===== config.mk =====
export PLATFORM = sky130hd
export DESIGN_NAME = nmea_field_splitter
export DESIGN_NICKNAME = d
export VERILOG_FILES = /design/src/rtl/nmea_field_splitter.sv
export SDC_FILE = /design/constraint.sdc
export NUM_CORES = 1
export LEC_CHECK = 0
export CAP_MARGIN = 20
export CORE_MARGIN = 2
export CORE_UTILIZATION = 58
export CTS_CLUSTER_DIAMETER = 120
export CTS_CLUSTER_SIZE = 12
export DETAILED_ROUTE_END_ITERATION = 10
export GPL_TIMING_DRIVEN = 0
export PLACE_DENSITY = 0.79
export SYNTH_ARGS = -nofsm -noshare
export SYNTH_HDL_FRONTEND = slang
export SYNTH_SLANG_ARGS = --single-unit

===== constraint.sdc =====
create_clock -name clk -period 2.9 [get_ports clk]
set_clock_uncertainty 0.15 [all_clocks]
set_input_delay 0.58 -clock clk [delete_from_list [all_inputs] [get_ports clk]]
set_output_delay 0.58 -clock clk [all_outputs]
set_load 0.02 [all_outputs]

===== src/rtl/nmea_field_splitter.sv =====
module nmea_field_splitter #(
  parameter int CLK_HZ  = 50_000_000,
  parameter int BAUD    = 4800,
  parameter int MAX_LEN = 82,
  parameter int IDX_W   = 5
) (
  input  logic             clk,
  input  logic             rst_n,
  input  logic             rx,
  output logic             chr_vld,
  output logic [7:0]       chr_byte,
  output logic [IDX_W-1:0] fld_idx,
  output logic             fld_start,
  output logic             fld_end,
  output logic             sent_done,
  output logic             sent_long,
  output logic             frame_err,
  output logic             malformed
);
  localparam int DIV = (CLK_HZ / (BAUD * 16) > 0) ? CLK_HZ / (BAUD * 16) : 1;
  localparam int DW  = (DIV > 1) ? $clog2(DIV) : 1;
  localparam int LW  = $clog2(MAX_LEN + 2);
  localparam logic [IDX_W-1:0] IDX_MAX = '1;

  typedef enum logic [2:0] {S_IDLE, S_START, S_DATA, S_STOP, S_HOLD} rx_st_t;

  logic [1:0]    sync;
  logic          rx_s;
  logic [DW-1:0] div_cnt;
  logic          tick;
  rx_st_t        st;
  logic [3:0]    tcnt;
  logic [2:0]    bcnt;
  logic [7:0]    sr;
  logic          byte_vld, ferr;

  assign rx_s = sync[1];
  assign tick = (div_cnt == DW'(DIV - 1));

  always_ff @(posedge clk) begin
    if (!rst_n) begin
      sync    <= 2'b11;
      div_cnt <= '0;
    end else begin
      sync    <= {sync[0], rx};
      div_cnt <= tick ? '0 : div_cnt + 1'b1;
    end
  end

  always_ff @(posedge clk) begin
    if (!rst_n) begin
      st <= S_IDLE; tcnt <= '0; bcnt <= '0; sr <= '0;
      byte_vld <= 1'b0; ferr <= 1'b0;
    end else begin
      byte_vld <= 1'b0;
      ferr     <= 1'b0;
      if (st == S_HOLD) begin
        if (rx_s) st <= S_IDLE;
      end else if (tick) begin
        case (st)
          S_IDLE: if (!rx_s) begin st <= S_START; tcnt <= '0; end
          S_START:
            if (tcnt == 4'd7) begin
              tcnt <= '0; bcnt <= '0;
              st   <= rx_s ? S_IDLE : S_DATA;
            end else tcnt <= tcnt + 1'b1;
          S_DATA:
            if (tcnt == 4'd15) begin
              tcnt <= '0;
              sr   <= {rx_s, sr[7:1]};
              bcnt <= bcnt + 1'b1;
              if (bcnt == 3'd7) st <= S_STOP;
            end else tcnt <= tcnt + 1'b1;
          S_STOP:
            if (tcnt == 4'd15) begin
              tcnt <= '0;
              if (rx_s) begin byte_vld <= 1'b1; st <= S_IDLE; end
              else begin ferr <= 1'b1; st <= S_HOLD; end
            end else tcnt <= tcnt + 1'b1;
          default: st <= S_IDLE;
        endcase
      end
    end
  end

  logic             in_s, cr_seen, pend;
  logic [IDX_W-1:0] fidx;
  logic [LW-1:0]    len;

  always_ff @(posedge clk) begin
    if (!rst_n) begin
      in_s <= 1'b0; cr_seen <= 1'b0; pend <= 1'b0;
      fidx <= '0; len <= '0;
      chr_vld <= 1'b0; chr_byte <= '0; fld_idx <= '0;
      fld_start <= 1'b0; fld_end <= 1'b0; sent_done <= 1'b0;
      sent_long <= 1'b0; frame_err <= 1'b0; malformed <= 1'b0;
    end else begin
      chr_vld <= 1'b0; fld_start <= 1'b0; fld_end <= 1'b0;
      sent_done <= 1'b0; sent_long <= 1'b0;
      frame_err <= 1'b0; malformed <= 1'b0;
      if (ferr) begin
        frame_err <= 1'b1;
        in_s <= 1'b0; cr_seen <= 1'b0; pend <= 1'b0;
      end else if (pend) begin
        pend      <= 1'b0;
        fld_start <= 1'b1;
        fld_idx   <= fidx;
      end else if (byte_vld) begin
        if (sr == 8'h24) begin
          in_s <= 1'b1; cr_seen <= 1'b0;
          fidx <= '0; len <= LW'(1);
          fld_start <= 1'b1; fld_idx <= '0;
        end else if (in_s) begin
          if (len <= LW'(MAX_LEN)) len <= len + 1'b1;
          if (cr_seen) begin
            in_s <= 1'b0; cr_seen <= 1'b0;
            if (sr == 8'h0A) begin
              sent_done <= 1'b1;
              sent_long <= (len >= LW'(MAX_LEN));
            end else malformed <= 1'b1;
          end else begin
            case (sr)
              8'h2C: begin
                fld_end <= 1'b1; fld_idx <= fidx; pend <= 1'b1;
                if (fidx != IDX_MAX) fidx <= fidx + 1'b1;
              end
              8'h0D: begin fld_end <= 1'b1; fld_idx <= fidx; cr_seen <= 1'b1; end
              8'h0A: begin malformed <= 1'b1; in_s <= 1'b0; end
              default: begin chr_vld <= 1'b1; chr_byte <= sr; fld_idx <= fidx; end
            endcase
          end
        end
      end
    end
  end
endmodule



## Yosys cells after proc, flatten, opt, wreduce, memory -nomap -nowiden

Cells that the tools add are included.
Widths: inputs -> output; s select.

- Eq/ne operators: 25
- Reductions and logical operators: 30
- Add/sub/neg operators: 5
- Bitwise operators: 13
- Order comparisons: 2
- Multiplexer cells: 51

Operators by type and width:

| cell | count |
|---|---|
| $mux 5 | 11 |
| $mux 3 | 11 |
| $mux 7 | 3 |
| $reduce_and 7->1 | 3 |
| $mux 1 | 19 |
| $ne 3x3->1 const B | 6 |
| $eq 8x4->1 const B | 2 |
| $eq 8x6->1 const B | 2 |
| $reduce_and 5->1 | 3 |
| $reduce_bool 2->1 | 7 |
| $reduce_or 7->1 | 2 |
| $not 1->1 | 13 |
| $mux 4 | 3 |
| $pmux 3 s4 | 1 |
| $pmux 4 s3 | 1 |
| $add 10x1->10 const B | 1 |
| $eq 10x10->1 const B | 1 |
| $ne 2x2->1 const B | 4 |
| $reduce_and 4->1 | 2 |
| $reduce_or 2->1 | 4 |
| $reduce_or 8->1 | 1 |
| $add 7x1->7 const B | 1 |
| $ge 7x7->1 const B | 1 |
| $le 7x7->1 const B | 1 |
| 20 further kinds | 23 |

- Logic and storage cells: 148
- Output and inout bits: 20
- Bits of input ports: 3
- Register bits: 67

## Logic depth before layout (Yosys ltp)

- Depth in word-level cells: 7
- Gate-level depth with buffers: 8
- Gate-level depth less buffers: 8

## Worst setup path before layout

Ideal clock, no wire load.

- Path kind: flip-flop to flip-flop
- Start: register div_cnt[0]
- End: register tcnt[3]
- Required time: 2.680 ns
- Clock period less this slack: 2.416 ns
- Arrival: 2.195 ns
- Setup time: 0.070 ns
- Path buffers: 1
- Cell stages (with the launch flop): 9
- Slack: 0.484 ns
- Path through: dfxtp_1 > inv_1 > ha_1 > nand4bb_1 > or4_4 > buf_6 > a211o_1 > or4_1 > a21oi_1

- Cells in the longest elaborated chain, start to end: 2

Ends and longest elaborated chain:

| element | RTL line | RTL |
|---|---|---|
| start, declared | 29 | `logic [DW-1:0] div_cnt;` |
| start signal, assigned | 46 | `div_cnt <= tick ? '0 : div_cnt + 1'b1;` |
| $eq 10x10->1 | 38 | `assign tick = (div_cnt == DW'(DIV - 1));` |
| $reduce_and 4->1 (no source line) | -- |  |
| end signal, assigned | 66 | `end else tcnt <= tcnt + 1'b1;` |
| end signal, assigned | 73 | `end else tcnt <= tcnt + 1'b1;` |
| end signal, assigned | 79 | `end else tcnt <= tcnt + 1'b1;` |
| end, declared | 32 | `logic [3:0] tcnt;` |

Every way passes these cells.
A chain may end at the register's enable or synchronous reset.

## Worst setup path after layout

- Start: register sr[2]
- End: register len[5]

- Cells in the longest elaborated chain, start to end: 3
- Elaborated cells between the ends (all ways): 5
- Those cells by class: eq/ne: 1; mux: 1; reduce/logical: 3

Ends and longest elaborated chain:

| element | RTL line | RTL |
|---|---|---|
| start, declared | 34 | `logic [7:0] sr;` |
| start signal, assigned | 70 | `sr <= {rx_s, sr[7:1]};` |
| $eq 8x6->1 (*) | 109 | `if (sr == 8'h24) begin` |
| $reduce_bool 2->1 (no source line) | -- |  |
| $reduce_and 5->1 (no source line) | -- |  |
| end signal, assigned | 114 | `if (len <= LW'(MAX_LEN)) len <= len + 1'b1;` |
| end, declared | 88 | `logic [LW-1:0] len;` |

Mark *: on every way between the ends. The rest lies on a longest branch, timed or not.

==> metrics.txt <==
run status finished clean; worst hold path class flip-flop to flip-flop; leading cell type by number of instances after synthesis sky130_fd_sc_hd__dfxtp_1; count of yosys warnings during synthesis 0; syn nets roughly 380; category of the worst setup path capture point flip-flop; number of max-capacitance violations reported 0; worst vdd rail ir drop between 0.0003 and 0.0004 V; Max Slew Vio Count 0; timing-limited maximum frequency approximately 380 MHz; total setup buffers inserted after CTS 0; path type of the worst setup path flip-flop to flip-flop; sinks on the clock net 67; number of endpoints failing setup at the final stage 0; final cycle utilization of the critical path about nine tenths; number of global-route vias before repair ~2400; startpoint kind of the worst setup timing path flip-flop; cell count after placement ~460; unrepaired setup endpoints after global routing no; summed negative setup slack over all endpoints 0 ns; CTS Root Cell sky130_fd_sc_hd__clkbuf_8; final wirelength between 6000 and 7000 um; share of post-route cells with drive strength above 1 5.99%; H-Tree Depth 3; floorplan die width between 70 and 80 um; Most used DFF post-synth sky130_fd_sc_hd__dfxtp_1; Core Footprint approximately 0.0051 mm2; count of mapped cells out of synthesis roughly 360; Cell variety after synth 48; number of primary I/O pins 23; average via count per standard cell between 5 and 6; global-route wire length before repair approximately 11000 um; aggregate global-route resource usage 23.4%; diode count 0; cell area power density between 500 and 600 mW/mm2; Leak 1.28 nW; final antenna-violating net count 0; share of the synthesized area in the top cell type 43.5%; gp weighted congestion between 0.8 and 0.9; Layout fillers roughly 420; Post-synth ARST share 0%; number of gates resized after CTS 0; largest net degree at the start of global routing 13; average footprint of a synthesized cell between 8 and 9 um2; final hold viol count 0; Commonest cells post-synth sky130_fd_sc_hd__dfxtp_1 (67), sky130_fd_sc_hd__nor2_1 (40), sky130_fd_sc_hd__nand2_1 (39); Port Buf Inserts 22; half-perimeter wire length of the detailed placement result about 4400 um; count of flip-flops with a built-in enable after synthesis 0; Syn Std Cell Area between 0.003 and 0.004 mm2; synthesized flop and latch total 67; cell taking the most area after synthesis sky130_fd_sc_hd__dfxtp_1; post-route DRC violation count 0; multi-input logic area between 0.0015 and 0.002 mm2; measured slew at the worst slew-check pin between 0.9 and 1 ns; largest cells by area after synthesis sky130_fd_sc_hd__dfxtp_1 (44%), sky130_fd_sc_hd__nor2_1 (4.9%), sky130_fd_sc_hd__nand2_1 (4.8%); slew margin rel. about 36%; area used by sequential logic in the layout 0.00134 mm2; antenna violations before repair 0; time the worst path needs with I/O delays and setup 2.62 ns; Iteration-0 DRC Markers between 200 and 250; signal arrival time at the worst endpoint between 2 and 3 ns; DIE AREA 0.00591 mm2; utilization after layout 71.7%; share of synthesized area occupied by flip-flops and latches 43.5%; Pre-Repair DR Iteration Count 6; final instance count without filler cells 471; clock-pin slew reported for the worst setup and hold paths after clock tree synthesis around 0.07 ns; CTS tree done; number of nets in the layout between 400 and 500; Placement Rows 26; average wire per cell in the routed design 13.7 um; clock buffers created by TritonCTS 9; synthesis-to-finish area growth 18.9%; hold buffer count at cts 0; CP Max Fanout 8; height of the die ~77 um; maximum clock insertion buffer count 2; worst skew pair latency approximately 0.35 ns; starting density of the core about three fifths; aggregate global routing overflow 0; via count between 2000 and 3000; required time of the critical path about 3 ns
## worst max-delay path, stage by stage, from the launching register on
cell and delay (ns):
sky130_fd_sc_hd__dfxtp_1 0.44, sky130_fd_sc_hd__or4bb_1 0.61, sky130_fd_sc_hd__or3_1 0.46, sky130_fd_sc_hd__o21ai_0 0.53
sky130_fd_sc_hd__nor2_1 0.07, sky130_fd_sc_hd__mux2_2 0.27
## layout by cell type (no fill, tap or decap), types with 8 or more instances in the layout
cell | synthesis | final
sky130_fd_sc_hd__nand2_1 | 39 | 39
sky130_fd_sc_hd__clkdlybuf4s50_1 | 0 | 22
sky130_fd_sc_hd__nand2b_1 | 8 | 8
sky130_fd_sc_hd__ha_1 | 11 | 11
sky130_fd_sc_hd__dfxtp_1 | 67 | 67
sky130_fd_sc_hd__nor2_1 | 40 | 40
sky130_fd_sc_hd__nand3_1 | 25 | 25
sky130_fd_sc_hd__clkbuf_1 | 12 | 12
sky130_fd_sc_hd__nor3_1 | 14 | 14
sky130_fd_sc_hd__o21ai_0 | 28 | 28
sky130_fd_sc_hd__mux2i_1 | 8 | 8
sky130_fd_sc_hd__a21oi_1 | 16 | 16
sky130_fd_sc_hd__and3_1 | 8 | 8
sky130_fd_sc_hd__clkbuf_8 | 0 | 10
## registers in the layout, summed over array words and instances, names as in the netlist, 2 cells and up
| name | count |
|---|---|
| sr | 8 |
| tcnt | 4 |
| st | 3 |
| bcnt | 3 |
| chr_byte | 8 |
| len | 7 |
| fidx | 5 |
| div_cnt | 10 |
| sync | 2 |
| fld_idx | 5 |
## kinds of logic after synthesis
| logic type | Yosys count | synth area share (%) |
|---|---|---|
| AO/OA/AOI/OAI | 65 | 12.6 |
| XOR/XNOR | 10 | 2.84 |
| adder cells (fa/ha/maj) | 11 | 4.47 |
| buffers and inverters | 20 | 2.68 |
| flip-flops | 67 | 43.5 |
| multiplexers | 9 | 2.97 |
| AND/OR/NAND/NOR | 181 | 31.0 |
## worst paths after layout
check,from,endpoint,slack (ns),cells after the start
max,sr[2]$_SDFFE_PN0P_,len[5]$_SDFFE_PN0P_,0.28,5
min,sync[0]$_SDFF_PN1_,sync[1]$_SDFF_PN1_,0.27,1
max reg2reg,sr[2]$_SDFFE_PN0P_,len[5]$_SDFFE_PN0P_,0.28,5
min reg2reg,sync[0]$_SDFF_PN1_,sync[1]$_SDFF_PN1_,0.27,1
## where the power goes
part / switching [mW] / total (mW) / internal [mW]
logic: 0.0239 / 0.0344 / 0.0105
registers: 0.00532 / 0.930 / 0.924
clock network: 0.365 / 1.05 / 0.683
total: 0.394 / 2.01 / 1.62
## area by class of cell
class | instances | share of cell area [%]
repair buffers | 22 | 6.01
plain buffers | 13 | 1.54
well taps | 70 | 2.39
inverters | 7 | 0.717
clock buffers | 10 | 3.76
clock inverters | 6 | 3.72
multi-input cells | 276 | 45.2
flip-flops and latches | 67 | 36.6
## through the flow
| stage | setup WS, ns | hold WS (ns) | cell area, um2 | total power, mW |
|---|---|---|---|---|
| after floorplan | 0.484 | 0.236 | 3080 | 0.972 |
| after global placement | 0.330 | 0.249 | 3390 | 0.985 |
| after detailed placement | 0.297 | 0.252 | 3390 | 0.985 |
| after CTS | 0.292 | 0.273 | 3660 | 2.03 |
| after global routing | 0.178 | 0.277 | 3660 | 2.07 |
| final | 0.277 | 0.267 | 3660 | 2.01 |
## routing by layer
layer | wire length [um] | GRT usage (%)
met4 | 137 | 11.5
met3 | 337 | 3.53
met1 | 2970 | 31.0
met2 | 3000 | 37.3
met5 | 0 | 0
Note: power is estimated with default switching activity, not from simulation.
